**src/rtl/pause_det_pkg.sv**
```systemverilog
package pause_det_pkg;
  localparam int ADDR_BYTES = 6;
  localparam int DA_FIRST   = 0;
  localparam int TYPE_FIRST = 12;
  localparam int OP_FIRST   = 14;
  localparam int DUR_FIRST  = 16;
  localparam int MIN_BYTES  = 18;

  localparam logic [47:0] RSV_ADDR   = 48'h0180_C200_0001;
  localparam logic [15:0] PAUSE_TYPE = 16'h8808;
  localparam logic [15:0] PAUSE_OP   = 16'h0001;

  function automatic logic [7:0] be_byte48(input logic [47:0] v, input int k);
    return v[47 - 8*k -: 8];
  endfunction

  function automatic logic [7:0] be_byte16(input logic [15:0] v, input int k);
    return v[15 - 8*k -: 8];
  endfunction
endpackage

```
**src/rtl/pause_frame_track.sv**
```systemverilog
module pause_frame_track #(
  parameter int MIN_BYTES = 18,
  localparam int CNT_W = $clog2(MIN_BYTES + 1)
) (
  input  logic             clk_i,
  input  logic             rst_ni,
  input  logic             sof_i,
  input  logic             valid_i,
  input  logic             eof_i,
  output logic             take_o,
  output logic             open_o,
  output logic [CNT_W-1:0] idx_o,
  output logic             len_ok_o
);
  logic             in_frame_q;
  logic [CNT_W-1:0] cnt_q, cnt_base, cnt_n;

  assign open_o   = sof_i | in_frame_q;
  assign take_o   = valid_i & open_o;
  assign cnt_base = sof_i ? '0 : cnt_q;
  assign idx_o    = cnt_base;

  // saturate at the minimum length; later bytes need no index
  always_comb begin
    cnt_n = cnt_base;
    if (take_o && (int'(cnt_base) < MIN_BYTES)) cnt_n = cnt_base + 1'b1;
  end

  assign len_ok_o = int'(cnt_n) >= MIN_BYTES;

  always_ff @(posedge clk_i or negedge rst_ni) begin
    if (!rst_ni) begin
      in_frame_q <= 1'b0;
      cnt_q      <= '0;
    end else begin
      in_frame_q <= open_o & ~eof_i;
      cnt_q      <= cnt_n;
    end
  end
endmodule

```
**src/rtl/pause_field_match.sv**
```systemverilog
module pause_field_match
  import pause_det_pkg::*;
#(
  parameter int CNT_W = 5
) (
  input  logic             clk_i,
  input  logic             rst_ni,
  input  logic             restart_i,
  input  logic             take_i,
  input  logic [CNT_W-1:0] idx_i,
  input  logic [7:0]       data_i,
  input  logic [47:0]      station_addr_i,
  output logic             match_o
);
  logic [ADDR_BYTES-1:0] rsv_hit, own_hit;
  logic rsv_q, own_q, ctl_q;
  logic rsv_b, own_b, ctl_b;
  logic rsv_n, own_n, ctl_n;

  // one comparator pair per destination byte
  for (genvar g = 0; g < ADDR_BYTES; g++) begin : g_da
    assign rsv_hit[g] = (data_i == be_byte48(RSV_ADDR, g));
    assign own_hit[g] = (data_i == be_byte48(station_addr_i, g));
  end

  assign rsv_b = restart_i | rsv_q;
  assign own_b = restart_i | own_q;
  assign ctl_b = restart_i | ctl_q;

  always_comb begin
    rsv_n = rsv_b;
    own_n = own_b;
    ctl_n = ctl_b;
    if (take_i) begin
      for (int k = 0; k < ADDR_BYTES; k++) begin
        if (int'(idx_i) == DA_FIRST + k) begin
          rsv_n = rsv_b & rsv_hit[k];
          own_n = own_b & own_hit[k];
        end
      end
      for (int k = 0; k < 2; k++) begin
        if (int'(idx_i) == TYPE_FIRST + k)
          ctl_n = ctl_b & (data_i == be_byte16(PAUSE_TYPE, k));
        if (int'(idx_i) == OP_FIRST + k)
          ctl_n = ctl_b & (data_i == be_byte16(PAUSE_OP, k));
      end
    end
  end

  assign match_o = (rsv_n | own_n) & ctl_n;

  always_ff @(posedge clk_i or negedge rst_ni) begin
    if (!rst_ni) begin
      rsv_q <= 1'b1;
      own_q <= 1'b1;
      ctl_q <= 1'b1;
    end else begin
      rsv_q <= rsv_n;
      own_q <= own_n;
      ctl_q <= ctl_n;
    end
  end
endmodule

```
**src/rtl/pause_quanta_grab.sv**
```systemverilog
module pause_quanta_grab
  import pause_det_pkg::*;
#(
  parameter int CNT_W = 5
) (
  input  logic             clk_i,
  input  logic             rst_ni,
  input  logic             restart_i,
  input  logic             take_i,
  input  logic [CNT_W-1:0] idx_i,
  input  logic [7:0]       data_i,
  output logic [15:0]      dur_o
);
  logic [15:0] dur_q, dur_n;

  always_comb begin
    dur_n = restart_i ? 16'h0 : dur_q;
    if (take_i && int'(idx_i) == DUR_FIRST)     dur_n[15:8] = data_i;
    if (take_i && int'(idx_i) == DUR_FIRST + 1) dur_n[7:0]  = data_i;
  end

  assign dur_o = dur_n;

  always_ff @(posedge clk_i or negedge rst_ni) begin
    if (!rst_ni) dur_q <= '0;
    else         dur_q <= dur_n;
  end
endmodule

```
**src/rtl/pause_rx_detect.sv**
```systemverilog
module pause_rx_detect
  import pause_det_pkg::*;
(
  input  logic        clk_i,
  input  logic        rst_ni,
  input  logic        rx_sof_i,
  input  logic        rx_valid_i,
  input  logic [7:0]  rx_data_i,
  input  logic        rx_eof_i,
  input  logic        rx_good_i,
  input  logic [47:0] station_addr_i,
  input  logic        fdx_en_i,
  input  logic        fc_en_i,
  output logic        pause_o,
  output logic [15:0] pause_quanta_o
);
  localparam int CNT_W = $clog2(MIN_BYTES + 1);

  logic             take, open, len_ok, match;
  logic [CNT_W-1:0] idx;
  logic [15:0]      dur;
  logic             fire;
  logic             pause_q;
  logic [15:0]      quanta_q;

  pause_frame_track #(.MIN_BYTES(MIN_BYTES)) u_track (
    .clk_i   (clk_i),
    .rst_ni  (rst_ni),
    .sof_i   (rx_sof_i),
    .valid_i (rx_valid_i),
    .eof_i   (rx_eof_i),
    .take_o  (take),
    .open_o  (open),
    .idx_o   (idx),
    .len_ok_o(len_ok)
  );

  pause_field_match #(.CNT_W(CNT_W)) u_match (
    .clk_i         (clk_i),
    .rst_ni        (rst_ni),
    .restart_i     (rx_sof_i),
    .take_i        (take),
    .idx_i         (idx),
    .data_i        (rx_data_i),
    .station_addr_i(station_addr_i),
    .match_o       (match)
  );

  pause_quanta_grab #(.CNT_W(CNT_W)) u_grab (
    .clk_i    (clk_i),
    .rst_ni   (rst_ni),
    .restart_i(rx_sof_i),
    .take_i   (take),
    .idx_i    (idx),
    .data_i   (rx_data_i),
    .dur_o    (dur)
  );

  assign fire = rx_eof_i & open & fdx_en_i & fc_en_i & rx_good_i & len_ok & match;

  always_ff @(posedge clk_i or negedge rst_ni) begin
    if (!rst_ni) begin
      pause_q  <= 1'b0;
      quanta_q <= '0;
    end else begin
      pause_q <= fire;
      if (fire) quanta_q <= dur;
    end
  end

  assign pause_o        = pause_q;
  assign pause_quanta_o = quanta_q;
endmodule

```
**config.mk**
```make
export PLATFORM = sky130hd
export DESIGN_NAME = pause_rx_detect
export DESIGN_NICKNAME = d
export VERILOG_FILES = /design/src/rtl/pause_det_pkg.sv /design/src/rtl/pause_frame_track.sv /design/src/rtl/pause_field_match.sv /design/src/rtl/pause_quanta_grab.sv /design/src/rtl/pause_rx_detect.sv
export SDC_FILE = /design/constraint.sdc
export NUM_CORES = 1
export LEC_CHECK = 0
export BUFFER_PORTS_ARGS = -buffer_cell sky130_fd_sc_hd__buf_2
export CAP_MARGIN = 10
export CORE_ASPECT_RATIO = 0.75
export CORE_UTILIZATION = 55
export CTS_BUF_LIST = sky130_fd_sc_hd__clkbuf_8
export DETAILED_ROUTE_END_ITERATION = 10
export GPL_ROUTABILITY_DRIVEN = 0
export MAX_ROUTING_LAYER = met4
export PLACE_DENSITY_LB_ADDON = 0.05
export SLEW_MARGIN = 15
export SYNTH_ARGS = -nofsm -noshare
export SYNTH_HDL_FRONTEND = slang
export SYNTH_SLANG_ARGS = --single-unit
```
**constraint.sdc**
```tcl
create_clock -name clk_i -period 5.82 [get_ports clk_i]
set_input_delay 0 -clock clk_i [delete_from_list [all_inputs] [get_ports clk_i]]
set_output_delay 0 -clock clk_i [all_outputs]
set_load 0.05 [all_outputs]
```
## Yosys cells after proc, flatten, opt, wreduce, memory -nomap -nowiden

Index checks and enable logic that the tools add are counted.

- Register bits: 42
- Latch bits: 0
- RAM bits: 0
- Bits in read-only memories: 0
- Output and inout bits: 17
- Word-level logic and storage cells: 91
- Memories kept: 0

- $add $sub $neg: 1
- Multiply operators: 0
- Divide/modulo/power cells: 0
- Order comparisons: 2
- Eq/ne operators: 22
- Shift-type cells: 0
- Mux-type cells: 24
- Bitwise logic cells: 29
- Reductions and logical operators: 5

Operators by type and width:

| operator | number |
|---|---|
| 8-bit == test | 6 |
| 5-bit == test (second input constant) | 6 |
| 8-bit == test (second input constant) | 3 |
| 1-bit bitwise AND | 23 |
| 1-bit two-way mux | 19 |
| 16-bit two-way mux | 1 |
| 8-bit two-way mux | 2 |
| 5-bit by 3-bit == test with 1-bit output (second input constant) | 2 |
| 5-bit by 4-bit == test with 1-bit output (second input constant) | 2 |
| 5-bit two-way mux | 2 |
| 8-bit by 1-bit == test with 1-bit output (second input constant) | 1 |
| 8-bit by 4-bit == test with 1-bit output (second input constant) | 1 |
| 8-bit logical NOT | 1 |
| 5-bit by 1-bit adder with 5-bit output (second input constant) | 1 |
| 5-bit by 2-bit == test with 1-bit output (second input constant) | 1 |
| 5-bit >= comparator (second input constant) | 1 |
| 5-bit logical NOT | 1 |
| 5-bit less-than comparator (second input constant) | 1 |
| 1-bit OR | 5 |
| 1-bit logical AND | 3 |
| 1-bit NOT | 1 |

## Depth between registers and ports, before layout

Gate-level depths: netlist of the first run.

- Word-level depth: 12
- Mapped depth: 15
- Gate-level depth less buffers: 11

## By module

A second synthesis of the first run with hierarchy kept.

- Cell total of the unflattened synthesis: 252
- Area total of the unflattened synthesis: 2824.0 um2

By module, submodules not included:

| module | instances | cells an instance | area each (um2) | sequential area each (um2) |
|---|---|---|---|---|
| pause_field_match | 1 | 125 | 1027.2 | 78.8 |
| pause_quanta_grab | 1 | 53 | 737.0 | 400.4 |
| pause_rx_detect | 1 | 37 | 688.2 | 425.4 |
| pause_frame_track | 1 | 37 | 371.6 | 150.1 |

## Worst setup path before layout of the first run

No wires, ideal clock.

- Path kind: input port to flip-flop
- Start: input rx_sof_i
- End: register quanta_q[12] (netlist: pause_quanta_o[12])
- Library setup time: 0.128 ns
- Arrival time: 2.818 ns
- Data required time: 5.692 ns
- Setup slack: 2.875 ns
- Stages on the path: 15
- Buffers on the path: 4
- Cell sequence: buf_6 > clkbuf_1 > clkbuf_1 > nand2b_1 > inv_1 > ha_1 > and3_1 > ha_1 > nor4_1 > nand4_1 > and3_1 > o311ai_4 > buf_2 > mux2i_1 > nand3_1

RTL lines:

| element | RTL line | text |
|---|---|---|
| from (decl) | pause_rx_detect.sv:6 | `input logic rx_sof_i,` |
| 5-bit two-way mux or 1-bit OR (tied branches) | pause_frame_track.sv:20, pause_field_match.sv:28 |  |
| 5-bit == test or 1-bit bitwise AND (tied branches) | pause_field_match.sv:42, pause_field_match.sv:43 |  |
| 1-bit two-way mux | pause_field_match.sv:42 | `if (int'(idx_i) == TYPE_FIRST + k)` |
| 1-bit two-way mux | pause_field_match.sv:44 | `if (int'(idx_i) == OP_FIRST + k)` |
| 1-bit two-way mux | pause_field_match.sv:42 |  |
| 1-bit two-way mux | pause_field_match.sv:44 |  |
| 1-bit two-way mux (*) | pause_field_match.sv:34 | `if (take_i) begin` |
| via u_match.ctl_n | pause_field_match.sv:18 | `logic rsv_n, own_n, ctl_n;` |
| 1-bit bitwise AND (*) | pause_field_match.sv:50 | `assign match_o = (rsv_n \| own_n) & ctl_n;` |
| 1-bit bitwise AND (*) | pause_rx_detect.sv:59 | `assign fire = rx_eof_i & open & fdx_en_i & fc_en_i & rx_good_i & len_ok & match;` |
| to (signal assigned) | pause_rx_detect.sv:67 | `if (fire) quanta_q <= dur;` |
| to (decl) | pause_rx_detect.sv:24 | `logic [15:0] quanta_q;` |

Mark *: on every way through the listed nets, which the timed path passes. The rest lies on a longest branch.
A chain may end at the register's enable or synchronous reset.

## Worst setup path after layout of the first run

- Start: register u_track.cnt_q[0]
- End: register quanta_q[5] (netlist: pause_quanta_o[5])

RTL lines:

| element | RTL line | text |
|---|---|---|
| from (decl) | pause_frame_track.sv:16 | `logic [CNT_W-1:0] cnt_q, cnt_base, cnt_n;` |
| from (signal assigned) | pause_frame_track.sv:37 | `cnt_q <= cnt_n;` |
| 5-bit two-way mux (*) | pause_frame_track.sv:20 | `assign cnt_base = sof_i ? '0 : cnt_q;` |
| 5-bit == test | pause_field_match.sv:42 |  |
| 1-bit two-way mux | pause_field_match.sv:42 |  |
| 1-bit two-way mux | pause_field_match.sv:44 |  |
| 1-bit two-way mux | pause_field_match.sv:42 |  |
| 1-bit two-way mux (*) | pause_field_match.sv:44 |  |
| 1-bit two-way mux (*) | pause_field_match.sv:34 |  |
| via u_match.ctl_n | pause_field_match.sv:18 |  |
| 1-bit bitwise AND (*) | pause_field_match.sv:50 |  |
| 1-bit bitwise AND (*) | pause_rx_detect.sv:59 |  |

Marked as above.

==> metrics, run 1 <==
Pwr Density=249.3 mW/mm2; fmax=around 0.34 GHz; CTS tree=yes; peak supply drop=~0.00017 V; largest net degree at the start of global routing=43; Root Driver=clkbuf_8; Yosys warnings=0; Initial Util=between 50% and 60%; slowest cell delay on critical path=400 ps; cells on worst reg2reg path=12; Clk pin slew, worst setup/hold paths=approximately 80 ps; commonest non-fill, non-tap cells in the layout=buf_2 (80), dfrtp_1 (39), nor2b_1 (37); endpoints failing hold=0; cell row count=23; hold depth=4; Post-Syn Nets=a little over 400; Setup crit start kind=flop; worst skew pair latency=290 ps; initial antenna violation count=0; hold_sp=rx_valid_i; Leakage Power=approximately 1.8 nW; DP Worst Slack=about 2600 ps; FF+latch count, synth=42; IO Count=81; slowest cell on the critical path=buf_4; Seq/Total Area, Yosys=between 30% and 40%; Vias/cell=just under 6; Unique masters post-synth=46; Area Overhead vs Synth=15.32%; Synth Area per Inst=around 9.5 um2; Die H=roughly 69 um; HP Class=input pin to flop; Port Buf Inserts=80; total grt overflow=0; final setup margin=~2800 ps; RSZ-0062 raised after global routing=no; crit path from=u_track.cnt_q[0]$_DFF_PN0_; Worst Max-Slew Pin Slew=roughly 950 ps; drt drc=0; WL final=slightly above 8 mm; Gate Count Post-Synth=between 300 and 400; Clock Sinks=42; number of global-route vias before repair=about 2700; max_cap viols=0; cts repair resizes=0; final net count=around 480; gr usage total=between 20% and 30%; share of layout cells above drive strength 1=29.20%; Area contributors post-synth=dfrtp_1 (30%), nor2b_1 (7.1%), xnor2_1 (7.0%), xor2_1 (6.4%), mux2_2 (5.5%); hold slack final=about 200 ps; Synth Cell Area=around 0.0033 mm2; CP Class=flop to flop; post-DR wirelength/cell=approximately 17 um; Reg-to-Reg Start=u_track.cnt_q[0]$_DFF_PN0_; area leader, netlist=dfrtp_1; # setup viols final=0; post-layout min period=between 2000 and 3000 ps; DR iter-0 viols=between 200 and 250; CTS buffer count=5; most common cell after layout, fill and taps aside=buf_2; Ant. Diodes=0; Final HPWL DP=slightly below 6 mm; worst rel slew slack=a little under two fifths; Pins Over Slew Limit=0; Max clock buf depth=2; Setup crit end kind=flop; crit path cell chain=nand2b_1, inv_1, ha_1, and3_1, ha_1, nor4_1, nand3_1, and3_1, o311ai_4, buf_4, mux2i_1, nand3_1; status=finished clean; global-route wire length before repair=13.41 mm; WP data arrival=about 3200 ps; post-synth top area share=29.81%; CTS H-tree lvls=2; core area=roughly 0.0055 mm2; routed via count=roughly 2800; drt first pass iters=4; Die W=about 91 um; Data required, critical path=6000 ps; Crit Path Max Fanout=33; Detail Route Antenna Nets=0; clk_skew=7.755 ps; die area=roughly 0.0063 mm2; period utilization=between 50% and 60%; Final Util=just under 70%; final setup TNS=0 ps
-- stage by stage --
stage / cells / total power, mW / area (um2)
finish: 486 / 0.9413 / 3776
global route: 486 / 0.9906 / 3776
CTS: 486 / 0.9473 / 3776
detailed placement: 476 / 0.7121 / 3643
global placement: 476 / 0.7066 / 3643
floorplan: 343 / 0.6157 / 3274
-- sequential cells by signal (all words and copies together) (netlist names) --
signal / flops
u_track.in_frame_q: 1
u_match.ctl_q: 1
u_match.own_q: 1
pause_quanta_o: 16
u_grab.dur_q: 16
u_track.cnt_q: 5
pause_o: 1
u_match.rsv_q: 1
-- cell usage after synthesis, drive strengths merged --
library cell,count
nand4b,16
o2111a,1
a2111oi,1
o211ai,18
dfstp,3
a22o,1
or3b,1
mux2,16
nor2b,37
nand2b,4
nand3,19
o21a,1
a21oi,7
dfrtp,39
o311ai,1
nand2,8
clkbuf,9
a31oi,4
o21ai,5
nor3,7
nor3b,2
o21bai,1
xnor2,27
nor4,9
xor2,24
buf,16
nand3b,3
o2111ai,4
nor2,9
inv,9
and2,1
and3,4
a22oi,2
nand4,11
mux2i,16
or3,2
ha,5
-- metal layers --
metal	up-vias	track usage, %	part of all wire (%)
met3	2	4.496	6.7
met4	0	4.563	0.24
met1	1346	38.01	49
met2	112	46.02	44
met5	-	-	0
li1	1374	-	-
-- where the power goes --
group	switching, mW	total [mW]	leakage (nW)	internal [mW]
Clock	0.105	0.233	0.0585	0.129
Sequential	0.0280	0.361	0.565	0.333
Combinational	0.242	0.347	1.22	0.106
Total	0.374	0.941	1.85	0.567
-- critical path, delay by kind of cell (launching register included) --
family	cells	cell delay [ps]
flops	1	380
simple gates	6	1180
mux	1	240
buf+inv	2	490
fa+ha+maj	2	480
compound gates	1	90
-- area by class of cell --
cell class	count	area, um2
Clock inverter	3	43.79
Fill cell	465	1749
Clock buffer	5	68.82
Sequential cell	42	1055
Multi-Input combinational cell	267	2038
Timing Repair Buffer	85	442.9
Inverter	9	33.78
Tap cell	75	93.84
-- kinds of logic (layout without fill, tap and decap cells) --
group                    after synthesis  after routing  synth area share (%)
XOR/XNOR                              51             51                 13.87
AND/OR/NAND/NOR                      133            133                 25.07
adder cells (fa/ha/maj)                5              5                 1.911
AO/OA/AOI/OAI                         46             46                 10.81
multiplexers                          32             32                 10.39
buffers and inverters                 34            102                 5.731
flip-flops                            42             42                 32.21
-- final timing paths --
path                                                  end  slack, ps
max                         pause_quanta_o[5]$_DFFE_PN0P_       2850
min                            u_track.cnt_q[3]$_DFF_PN0_        200
max reg2reg                 pause_quanta_o[5]$_DFFE_PN0P_       2850
min reg2reg                 pause_quanta_o[1]$_DFFE_PN0P_        550
max in group asynchronous      u_track.cnt_q[0]$_DFF_PN0_       4830
min in group asynchronous  pause_quanta_o[10]$_DFFE_PN0P_        390
-- repair_timing --
item                      in CTS  in global routing
hold buffers                   2                  0
hold endpoints to repair      40                  0
buffers inserted               0                  0
(Power assumes the default switching activity.)
==> run 2: changes to the inputs <==
Clock period 5.82 ns to 2.9 ns, I/O delays scaled along.
==> run 2 against run 1 <==
Against the previous run:
- via count rose by 1.5%
- register-to-register slack got worse by 2700 ps
- sequential power rose by 100%
- die area did not move
- design area rose by 2.9%
- first-iteration DRC count rose by 7.1%
- combinational power rose by 100%
- critical path depth did not move
==> metrics, run 2 (same netlist as run 1, synthesis figures left out) <==
status=finished clean (unchanged); multi-input logic area=0.002061 mm2 (was 0.002038 mm2); worst skew pair latency=300 ps (was 290 ps); WL final=8.435 mm (was 8.080 mm); worst rel slew slack=39.46% (was 36.87%); Data required, critical path=3080 ps (was 6000 ps); cell row count=23 (unchanged); total grt overflow=0 (unchanged); largest net degree at the start of global routing=43 (unchanged); post-DR wirelength/cell=17.07 um (was 16.63 um); fillcell total=435 (was 465); Setup crit end kind=flop (unchanged); Leakage Power=1.900 nW (was 1.847 nW); Initial Util=59.26% (unchanged); period utilization=93.91% (was 51.07%); DP Worst Slack=187.2 ps (was 2606 ps); CTS buffer count=5 (unchanged); placed instance count=482 (was 476); Worst Max-Slew Pin Slew=908.1 ps (was 947.0 ps); DP Area=0.003701 mm2 (was 0.003643 mm2); HP Class=input pin to flop (unchanged); Die H=68.82 um (unchanged); Clock Sinks=42 (unchanged); hold slack final=61.48 ps (was 198.9 ps); Root Driver=clkbuf_8 (unchanged); Pins Over Slew Limit=0 (unchanged); Max clock buf depth=2 (unchanged); Setup crit start kind=flop (unchanged); post-CTS setup buffers=0 (unchanged); gr usage total=28.19% (was 28.10%); WP data arrival=2900 ps (was 3150 ps); CTS H-tree lvls=2 (unchanged); commonest non-fill, non-tap cells in the layout=buf_2 (80), dfrtp_1 (39), nor2b_1 (37) (unchanged); CTS tree=yes (unchanged); non-filler cells, final=494 (was 486); final setup TNS=0 ps (unchanged); Detail Route Antenna Nets=0 (unchanged); most common cell after layout, fill and taps aside=buf_2 (unchanged); share of layout cells above drive strength 1=31.03% (was 29.20%); Vias/cell=5.822 (was 5.831); FF/Latch Area=0.001055 mm2 (unchanged); Clk pin slew, worst setup/hold paths=90 ps (was 80 ps); number of global-route vias before repair=2662 (was 2706); Pwr Density=469.7 mW/mm2 (was 249.3 mW/mm2); IO Count=81 (unchanged); # setup viols final=0 (unchanged); global-route wire length before repair=13.37 mm (was 13.41 mm); post-layout min period=2724 ps (was 2972 ps); Final HPWL DP=5.698 mm (was 5.789 mm); fmax=0.3672 GHz (was 0.3365 GHz); clk_skew=11.18 ps (was 7.755 ps); endpoints failing hold=0 (unchanged); Die W=91.10 um (unchanged); routed via count=2876 (was 2834); final setup margin=176.5 ps (was 2848 ps); finished layout cell area=0.003886 mm2 (was 0.003776 mm2); CP Class=flop to flop (unchanged); max_cap viols=0 (unchanged); Port Buf Inserts=80 (unchanged); drt drc=0 (unchanged); core area=0.005525 mm2 (unchanged); Area Overhead vs Synth=18.69% (was 15.32%); peak supply drop=0.0003735 V (was 0.0001735 V); Crit Path Max Fanout=8 (was 33); drt first pass iters=4 (unchanged); initial antenna violation count=0 (unchanged); final net count=487 (was 479); Ant. Diodes=0 (unchanged); DR iter-0 viols=256 (was 239); die area=0.006269 mm2 (unchanged)
==> run 2: cell count changes in the layout (fill, tap and decap cells not counted) <==
cell,previous run,this run
nand2b_1,4,3
nand2b_4,0,1
buf_12,0,1
clkinvlp_4,0,2
clkbuf_16,0,2
bufinv_16,1,0
nor4_1,7,6
buf_4,3,8
nor4_4,0,1
clkinv_2,1,0
==> run 2: area by class of cell <==
class	instances	share of cell area [%]
multi-input cells	267	53.03
flip-flops and latches	42	27.14
repair buffers	93	14.17
well taps	75	2.415
clock buffers	5	1.771
inverters	9	0.8693
clock inverters	3	0.6117
==> run 2: stage by stage <==
step	util [%]	total power, mW
after floorplan	-	1.236
after global placement	66.98	1.428
after detailed placement	66.98	1.437
after CTS	69.02	1.828
after global routing	70.34	1.929
final	70.34	1.825
==> run 2: timing repair <==
item | CTS | global route
gates resized for setup | 0 | 3
hold buffers | 2 | 0
endpoints found under the hold margin | 40 | 0
endpoints found under the setup margin | 0 | 16
==> run 2: power by group <==
| group | internal, mW | switching [mW] |
|---|---|---|
| clock | 0.172 | 0.217 |
| sequential | 0.667 | 0.0620 |
| combinational | 0.220 | 0.487 |
| total | 1.06 | 0.766 |
==> run 2: worst paths after layout <==
kind                                                      from                              to  slack [ps]  cells after the start
worst max-delay path                u_track.cnt_q[1]$_DFF_PN0_  pause_quanta_o[13]$_DFFE_PN0P_         180                     12
worst min-delay path                                  rx_sof_i      u_track.cnt_q[0]$_DFF_PN0_          60                      3
worst max register to register      u_track.cnt_q[1]$_DFF_PN0_  pause_quanta_o[13]$_DFFE_PN0P_         180                     12
worst min register to register  pause_quanta_o[11]$_DFFE_PN0P_  pause_quanta_o[11]$_DFFE_PN0P_         550                      2
max in group asynchronous                               rst_ni      u_track.cnt_q[0]$_DFF_PN0_        1960                      2
min in group asynchronous                               rst_ni  pause_quanta_o[12]$_DFFE_PN0P_         360                      2
==> run 2: critical path, cell delays in order, from the launching register on <==
cell	delay [ps]
dfrtp_1	390
nand2b_1	150
inv_1	90
ha_1	190
and3_1	160
ha_1	230
nor4_4	320
nand4_1	120
and3_1	240
o311ai_4	170
clkbuf_16	270
mux2i_1	190
nand3_1	90
==> run 2: metal layers <==
metal  wire, um  GRT usage [%]
met1       3951          38.65
met3        736          6.798
met4         58          6.746
met5          0              -
met2       3689          42.42
